**config.mk**
```make
export PLATFORM = sky130hd
export DESIGN_NAME = dma_chan_ctrl
export DESIGN_NICKNAME = d
export VERILOG_FILES = /design/src/rtl/dma_chan_pkg.sv /design/src/rtl/dma_port_decode.sv /design/src/rtl/dma_chan_unit.sv /design/src/rtl/dma_chan_ctrl.sv
export SDC_FILE = /design/constraint.sdc
export NUM_CORES = 1
export LEC_CHECK = 0
export BUFFER_PORTS_ARGS = -buffer_cell sky130_fd_sc_hd__buf_2
export CORE_MARGIN = 10
export CORE_UTILIZATION = 50
export CTS_BUF_LIST = sky130_fd_sc_hd__clkbuf_8
export DETAILED_ROUTE_END_ITERATION = 8
export PLACE_DENSITY = 0.72
export SYNTH_ARGS = -nofsm -noshare
export SYNTH_HDL_FRONTEND = slang
export SYNTH_SLANG_ARGS = --single-unit
```
**constraint.sdc**
```tcl
create_clock -name clk -period 3.6 [get_ports clk]
set_input_delay 0.72 -clock clk [delete_from_list [all_inputs] [get_ports clk]]
set_output_delay 0.72 -clock clk [all_outputs]
set_load 0.02 [all_outputs]
```
**src/rtl/dma_chan_pkg.sv**
```systemverilog
`timescale 1ns/1ps
package dma_chan_pkg;
  localparam int NUM_CH  = 4;
  localparam int CH_W    = $clog2(NUM_CH);
  localparam int BYTE_W  = 8;
  localparam int ADDR_W  = 2 * BYTE_W;
  localparam int CNT_W   = ADDR_W + 1;
  localparam int PAGE_W  = BYTE_W;
  localparam int PHYS_W  = PAGE_W + ADDR_W;
  localparam int OFS_W   = 4;

  localparam logic [OFS_W-1:0]  OFS_CMD   = 4'h8;
  localparam logic [OFS_W-1:0]  OFS_MASK  = 4'hA;
  localparam logic [OFS_W-1:0]  OFS_MODE  = 4'hB;
  localparam logic [OFS_W-1:0]  OFS_CLRP  = 4'hC;
  localparam logic [BYTE_W-1:0] CMD_OK    = 8'h04;
  localparam int                MASK_BIT  = 2;
  localparam int                AUTO_BIT  = 4;

  typedef struct packed {
    logic addr_lo;
    logic addr_hi;
    logic cnt_lo;
    logic cnt_hi;
    logic mask_wr;
    logic mask_set;
    logic mode_wr;
    logic mode_auto;
  } chan_ev_t;

  function automatic logic [ADDR_W-1:0] put_byte(input logic [ADDR_W-1:0] word,
                                                 input logic [BYTE_W-1:0] b,
                                                 input logic hi);
    logic [ADDR_W-1:0] r;
    r = word;
    if (hi) r[ADDR_W-1:BYTE_W] = b;
    else    r[BYTE_W-1:0]      = b;
    return r;
  endfunction

  function automatic logic [CNT_W-1:0] start_count(input logic [ADDR_W-1:0] len);
    return {1'b0, len} + CNT_W'(1);
  endfunction

  function automatic logic enable_rule(input logic masked, input logic autoinit,
                                       input logic [CNT_W-1:0] cnt, input logic reprog);
    return !masked && (autoinit || (cnt != '0) || reprog);
  endfunction
endpackage

```
**src/rtl/dma_port_decode.sv**
```systemverilog
`timescale 1ns/1ps
module dma_port_decode
  import dma_chan_pkg::*;
(
  input  logic                         clk,
  input  logic                         rst_n,
  input  logic                         io_we,
  input  logic [OFS_W-1:0]             io_ofs,
  input  logic [BYTE_W-1:0]            io_data,
  output chan_ev_t [NUM_CH-1:0]        ev,
  output logic                         cmd_err
);
  logic              ptr_low_q;
  logic              reg_wr;
  logic              clr_wr;
  logic              bad_cmd;
  logic [NUM_CH-1:0] reg_hit_vec;

  assign reg_wr  = io_we && !io_ofs[OFS_W-1];
  assign clr_wr  = io_we && (io_ofs == OFS_CLRP);
  assign bad_cmd = io_we && (io_ofs == OFS_CMD) && (io_data != CMD_OK);

  always_comb begin
    for (int c = 0; c < NUM_CH; c++) begin
      reg_hit_vec[c]   = reg_wr && (io_ofs[CH_W:1] == CH_W'(c));
      ev[c].addr_lo    = reg_hit_vec[c] && !io_ofs[0] &&  ptr_low_q;
      ev[c].addr_hi    = reg_hit_vec[c] && !io_ofs[0] && !ptr_low_q;
      ev[c].cnt_lo     = reg_hit_vec[c] &&  io_ofs[0] &&  ptr_low_q;
      ev[c].cnt_hi     = reg_hit_vec[c] &&  io_ofs[0] && !ptr_low_q;
      ev[c].mask_wr    = io_we && (io_ofs == OFS_MASK) && (io_data[CH_W-1:0] == CH_W'(c));
      ev[c].mask_set   = io_data[MASK_BIT];
      ev[c].mode_wr    = io_we && (io_ofs == OFS_MODE) && (io_data[CH_W-1:0] == CH_W'(c));
      ev[c].mode_auto  = io_data[AUTO_BIT];
    end
  end

  always_ff @(posedge clk) begin
    if (!rst_n) begin
      ptr_low_q <= 1'b1;
      cmd_err   <= 1'b0;
    end else begin
      cmd_err <= bad_cmd;
      if (clr_wr)      ptr_low_q <= 1'b1;
      else if (reg_wr) ptr_low_q <= !ptr_low_q;
    end
  end

  assert_clear_sets_ptr_R3: assert property (@(posedge clk) disable iff (!rst_n)
    clr_wr |=> ptr_low_q);
  assert_ptr_toggles_R2: assert property (@(posedge clk) disable iff (!rst_n)
    reg_wr |=> (ptr_low_q != $past(ptr_low_q)));
  assert_one_reg_target_R2: assert property (@(posedge clk) disable iff (!rst_n)
    $onehot0(reg_hit_vec));
  assert_bad_cmd_flag_R13: assert property (@(posedge clk) disable iff (!rst_n)
    bad_cmd |=> cmd_err);
  assert_cmd_err_only_after_bad_R13: assert property (@(posedge clk) disable iff (!rst_n)
    !bad_cmd |=> !cmd_err);
endmodule

```
**src/rtl/dma_chan_unit.sv**
```systemverilog
`timescale 1ns/1ps
module dma_chan_unit
  import dma_chan_pkg::*;
(
  input  logic              clk,
  input  logic              rst_n,
  input  chan_ev_t          ev,
  input  logic [BYTE_W-1:0] wr_byte,
  input  logic              page_wr,
  input  logic [PAGE_W-1:0] page_byte,
  input  logic              load,
  input  logic              step,
  output logic [ADDR_W-1:0] cur_addr,
  output logic [CNT_W-1:0]  cur_cnt,
  output logic [PHYS_W-1:0] phys,
  output logic              en,
  output logic              en_chg
);
  logic [ADDR_W-1:0] base_addr_q, base_addr_d;
  logic [ADDR_W-1:0] base_cnt_q,  base_cnt_d;
  logic [PAGE_W-1:0] page_q;
  logic [ADDR_W-1:0] cur_addr_q,  cur_addr_d;
  logic [CNT_W-1:0]  cur_cnt_q,   cur_cnt_d;
  logic              mask_q, mask_d;
  logic              auto_q, auto_d;
  logic              reprog_q, reprog_d;
  logic              en_q, en_d;
  logic              chg_q;

  // named internal events
  logic addr_wr, cnt_wr, eval_evt, step_ok, last_step, empty_evt, reload_evt;

  assign addr_wr    = ev.addr_lo | ev.addr_hi;
  assign cnt_wr     = ev.cnt_lo  | ev.cnt_hi;
  assign eval_evt   = cnt_wr | ev.mask_wr | ev.mode_wr;
  assign step_ok    = step && en_q && (cur_cnt_q != '0) && !load;
  assign last_step  = step_ok && (cur_cnt_q == CNT_W'(1));
  assign empty_evt  = last_step && !auto_q;
  assign reload_evt = last_step &&  auto_q;

  assign base_addr_d = addr_wr ? put_byte(base_addr_q, wr_byte, ev.addr_hi) : base_addr_q;
  assign base_cnt_d  = cnt_wr  ? put_byte(base_cnt_q,  wr_byte, ev.cnt_hi)  : base_cnt_q;
  assign mask_d      = ev.mask_wr ? ev.mask_set  : mask_q;
  assign auto_d      = ev.mode_wr ? ev.mode_auto : auto_q;

  always_comb begin
    if (addr_wr || cnt_wr) reprog_d = 1'b1;
    else if (load)         reprog_d = 1'b0;
    else                   reprog_d = reprog_q;
  end

  always_comb begin
    cur_addr_d = cur_addr_q;
    cur_cnt_d  = cur_cnt_q;
    if (load || reload_evt) begin
      cur_addr_d = base_addr_q;
      cur_cnt_d  = start_count(base_cnt_q);
    end else if (step_ok) begin
      cur_addr_d = cur_addr_q + ADDR_W'(1);
      cur_cnt_d  = cur_cnt_q - CNT_W'(1);
    end
  end

  always_comb begin
    if (eval_evt)       en_d = enable_rule(mask_d, auto_d, cur_cnt_d, reprog_d);
    else if (empty_evt) en_d = 1'b0;
    else                en_d = en_q;
  end

  always_ff @(posedge clk) begin
    if (!rst_n) begin
      base_addr_q <= '0;
      base_cnt_q  <= '0;
      page_q      <= '0;
      cur_addr_q  <= '0;
      cur_cnt_q   <= '0;
      mask_q      <= 1'b1;
      auto_q      <= 1'b0;
      reprog_q    <= 1'b0;
      en_q        <= 1'b0;
      chg_q       <= 1'b0;
    end else begin
      base_addr_q <= base_addr_d;
      base_cnt_q  <= base_cnt_d;
      if (page_wr) page_q <= page_byte;
      cur_addr_q  <= cur_addr_d;
      cur_cnt_q   <= cur_cnt_d;
      mask_q      <= mask_d;
      auto_q      <= auto_d;
      reprog_q    <= reprog_d;
      en_q        <= en_d;
      chg_q       <= (en_d != en_q);
    end
  end

  assign cur_addr = cur_addr_q;
  assign cur_cnt  = cur_cnt_q;
  assign phys     = {page_q, cur_addr_q};
  assign en       = en_q;
  assign en_chg   = chg_q;

  assert_masked_disabled_R4: assert property (@(posedge clk) disable iff (!rst_n)
    mask_q |-> !en_q);
  assert_toggle_matches_R12: assert property (@(posedge clk) disable iff (!rst_n)
    ##1 (chg_q == (en_q != $past(en_q))));
  assert_quiet_enable_holds_R8: assert property (@(posedge clk) disable iff (!rst_n)
    (!eval_evt && !empty_evt) |=> $stable(en_q));
  assert_single_empty_off_R10: assert property (@(posedge clk) disable iff (!rst_n)
    (empty_evt && !eval_evt) |=> (!en_q && (cur_cnt_q == '0)));
  assert_auto_reload_R11: assert property (@(posedge clk) disable iff (!rst_n)
    (reload_evt && !eval_evt) |=> (en_q && (cur_cnt_q != '0) && (cur_addr_q == $past(base_addr_q))));
  assert_step_moves_R9: assert property (@(posedge clk) disable iff (!rst_n)
    (step_ok && !last_step) |=> ((cur_cnt_q + CNT_W'(1)) == $past(cur_cnt_q)
                                 && (cur_addr_q == ADDR_W'($past(cur_addr_q) + ADDR_W'(1)))));
  assert_load_copies_R6: assert property (@(posedge clk) disable iff (!rst_n)
    (load && !addr_wr && !cnt_wr) |=> (!reprog_q && (cur_addr_q == $past(base_addr_q))));
endmodule

```
**src/rtl/dma_chan_ctrl.sv**
```systemverilog
`timescale 1ns/1ps
module dma_chan_ctrl
  import dma_chan_pkg::*;
(
  input  logic                       clk,
  input  logic                       rst_n,
  input  logic                       io_we,
  input  logic [OFS_W-1:0]           io_ofs,
  input  logic [BYTE_W-1:0]          io_data,
  input  logic                       page_we,
  input  logic [CH_W-1:0]            page_ch,
  input  logic [PAGE_W-1:0]          page_data,
  input  logic [NUM_CH-1:0]          xfer_load,
  input  logic [NUM_CH-1:0]          xfer_step,
  output logic [NUM_CH-1:0]          chan_en,
  output logic [NUM_CH-1:0]          en_toggle,
  output logic [NUM_CH*ADDR_W-1:0]   cur_addr,
  output logic [NUM_CH*CNT_W-1:0]    cur_count,
  output logic [NUM_CH*PHYS_W-1:0]   phys_addr,
  output logic                       cmd_err
);
  chan_ev_t [NUM_CH-1:0] ev;

  dma_port_decode u_decode (
    .clk     (clk),
    .rst_n   (rst_n),
    .io_we   (io_we),
    .io_ofs  (io_ofs),
    .io_data (io_data),
    .ev      (ev),
    .cmd_err (cmd_err)
  );

  for (genvar c = 0; c < NUM_CH; c++) begin : g_chan
    logic page_hit;
    assign page_hit = page_we && (page_ch == CH_W'(c));

    dma_chan_unit u_unit (
      .clk       (clk),
      .rst_n     (rst_n),
      .ev        (ev[c]),
      .wr_byte   (io_data),
      .page_wr   (page_hit),
      .page_byte (page_data),
      .load      (xfer_load[c]),
      .step      (xfer_step[c]),
      .cur_addr  (cur_addr[c*ADDR_W +: ADDR_W]),
      .cur_cnt   (cur_count[c*CNT_W +: CNT_W]),
      .phys      (phys_addr[c*PHYS_W +: PHYS_W]),
      .en        (chan_en[c]),
      .en_chg    (en_toggle[c])
    );
  end

  assert_enable_changes_flagged_R12: assert property (@(posedge clk) disable iff (!rst_n)
    ##1 ((chan_en != $past(chan_en)) == (en_toggle != '0)));
endmodule

```
==> impl_metrics.json <==
{
  "status": "finished clean",
  "post-place-cells": 2539,
  "worst_slew_pin_slew_ns": 0.958,
  "cts_buffers": 54,
  "synth_warnings": 0,
  "grt_pass1_vias": 14400,
  "setup_viol": 0,
  "remaining_drc_errors": 0,
  "skew_ns": 0.0111,
  "die_w_um": 202,
  "cts_tree": "done",
  "cts.sinks": 314,
  "arrival_ns": 3.73,
  "period_minus_slack_ns": 3.21,
  "slew_violations": 0,
  "fp.dieH_um": 202,
  "htreeDepth": 2,
  "gp_congestion": 0.944,
  "leakage_uw": 0.00807,
  "max-vdd-ir-drop_uv": 299,
  "avgViaCountPerCell": 5.68,
  "num_vias": 15000,
  "drtIter0Drc": 1035,
  "rsz0062_at_grt": "false",
  "nets": 2207,
  "final.setup.tns_ns": 0,
  "cp_max_fo": 11,
  "clockRootBuffer": "clkbuf_8",
  "core-area_um2": 32600,
  "critical_path_class": "flop to flop",
  "max_clock_freq_mhz": 311,
  "cts.path.max_buffers": 3,
  "min_path_type": "input port to flop",
  "fin_cells": 2640,
  "ctsHoldBuffers": 0,
  "fin_util_pct": 58.5,
  "min_period_over_period_pct": 89.3,
  "synth_common_cells": "dfxtp_1, nor2_1, nand2_1, mux2i_1, nand3_1",
  "area_growth_pct": 14.9,
  "yosysUniqueCellTypes": 74,
  "grt-ovfl-total": 0,
  "portBuffers": 270,
  "synth_flop_cell": "dfxtp_1",
  "dieArea_um2": 40900,
  "relSlewSlack_pct": 35.8,
  "yosysMostFrequentCell": "dfxtp_1",
  "async_flop_share_pct": 0,
  "cts_resized": 0,
  "drt.antenna.violating_nets": 0,
  "clk_latency_ns": 0.59,
  "antenna_found_initial": 4,
  "grt_use_total_pct": 22.7,
  "cp-start-kind": "flop",
  "critPathRequiredTime_ns": 4.11,
  "synth_fp_nets": 2033,
  "wl_per_cell_um": 18.4,
  "hpwl_um": 34800,
  "synth_seq_cells": 314,
  "fillCellCount": 2996,
  "hold_viol_final": 0,
  "synth_top_area_cell": "dfxtp_1",
  "drt_wl_total_um": 48500,
  "synth_edf_count": 0,
  "ios": 271,
  "synth.cell_area_um2": 16600,
  "endpoint_kind": "flop",
  "initial_core_util_pct": 50.9,
  "avgSynthCellArea_um2": 8.38,
  "drive_above_1_share_pct": 19.8,
  "grt_max_degree": 83,
  "std_cell_rows": 66,
  "netlist.area_leader.share_pct": 37.9,
  "synth_area_leaders": "dfxtp_1, mux2i_1, nor2_1",
  "ys_seq_area_share_pct": 37.9,
  "cts_setup_buffers": 0,
  "syn_inst": 1979,
  "power_density_nw_per_um2": 429,
  "cap_violations": 0,
  "clk_pin_slew_worst_paths_ns": 0.06,
  "grt_pass1_wl_um": 77700,
  "first_pass_iters": 7
}
logic make-up after synthesis:
kind of cell               count (synthesis)  share of synthesized area [%]
xor gates and xnor gates                 154                           8.13
DFF                                      314                           37.9
AOI/OAI and AO/OA                        286                           11.6
adders and majority gates                 20                           1.51
and+or+nand+nor                          857                           26.2
buffers and inverters                    215                           6.64
muxes                                    133                           8.05
worst paths after layout:
kind / from / end / slack, ns / cells past startpoint
setup / recovery: g_chan[0].u_unit.cur_cnt[0] / g_chan[0].u_unit.en_chg / 0.39 / 10
hold / removal: page_data[6] / g_chan[1].u_unit.page_q[6] / 0.42 / 3
setup reg to reg: g_chan[0].u_unit.cur_cnt[0] / g_chan[0].u_unit.en_chg / 0.39 / 10
hold reg to reg: g_chan[0].u_unit.base_addr_q[14] / g_chan[0].u_unit.base_addr_q[14] / 0.45 / 2
sequential cells by signal, summed over array words and instances, names as in the netlist:
| signal | flops |
|---|---|
| g_chan.u_unit.base_cnt_q | 64 |
| u_decode.ptr_low_q | 1 |
| g_chan.u_unit.en | 4 |
| g_chan.u_unit.page_q | 32 |
| g_chan.u_unit.cur_cnt | 68 |
| g_chan.u_unit.auto_q | 4 |
| g_chan.u_unit.en_chg | 4 |
| g_chan.u_unit.mask_q | 4 |
| g_chan.u_unit.reprog_q | 4 |
| u_decode.cmd_err | 1 |
| g_chan.u_unit.base_addr_q | 64 |
| g_chan.u_unit.cur_addr | 64 |
area by class of cell:
class	count	area, µm²	share of cell area [%]
Clock buffer	71	977	5.12
Multi-Input combinational cell	1450	9250	48.5
Sequential cell	314	6290	33.0
Clock inverter	28	250	1.31
Inverter	26	105	0.551
Timing Repair Buffer	307	1640	8.61
Antenna cell	2	5.00	0.0262
Tap cell	442	553	2.90
power by group:
group / total [µW] / switching, µW / leakage (µW) / internal, µW
registers: 3680 / 119 / 0.00255 / 3560
logic: 908 / 605 / 0.00483 / 303
clock network: 3600 / 1480 / 0.000687 / 2120
total: 8190 / 2200 / 0.00807 / 5990
per-layer routing:
layer	global-route usage, %	up-vias	wire, µm
li1	-	7314	-
met1	28.2	7102	20600
met2	38.2	497	23300
met3	5.53	79	3570
met4	6.42	4	1020
met5	0	-	26
cell usage in the layout, fill, tap and decap left out, types with 5 or more instances in the layout:
cell	count
nor3b_1	5
nor4_1	21
clkbuf_8	71
a31oi_1	7
nand3b_1	8
inv_1	39
a211oi_1	81
a41o_1	6
ha_1	20
dfxtp_1	314
and3_1	29
nor2b_1	5
buf_4	36
or3_1	16
nor3_1	41
and4_1	20
xnor2_1	56
a311oi_1	10
and2_1	26
nand2_1	161
or4_1	13
nand2b_1	7
nand3_1	127
o21ai_0	36
clkinv_2	8
buf_2	270
o22ai_1	5
mux2i_1	130
xor2_1	98
nand4b_1	9
bufinv_16	5
nand4_1	49
o31ai_1	7
a21oi_1	92
nor2_1	276
worst max-delay path, stage by stage (launching register included):
cell,delay [ns]
dfxtp_1,0.42
inv_1,0.13
ha_1,0.23
nor4b_1,0.15
and4_1,0.33
or4_1,0.56
xnor2_1,0.18
nor4_1,0.28
o2111ai_1,0.16
o41ai_2,0.48
mux2i_1,0.24
metrics by stage:
step / hold slack (ns) / worst slack, ns / cell area, µm² / power, µW
finish: 0.416 / 0.385 / 19100 / 8190
global route: 0.415 / 0.164 / 19100 / 8530
CTS: 0.381 / 0.418 / 19100 / 8270
detailed placement: 0.444 / 0.414 / 17800 / 4660
global placement: 0.440 / 0.499 / 17800 / 4650
floorplan: 0.433 / 0.607 / 16600 / 4390
No activity file was read; power rests on OpenSTA's default activity.
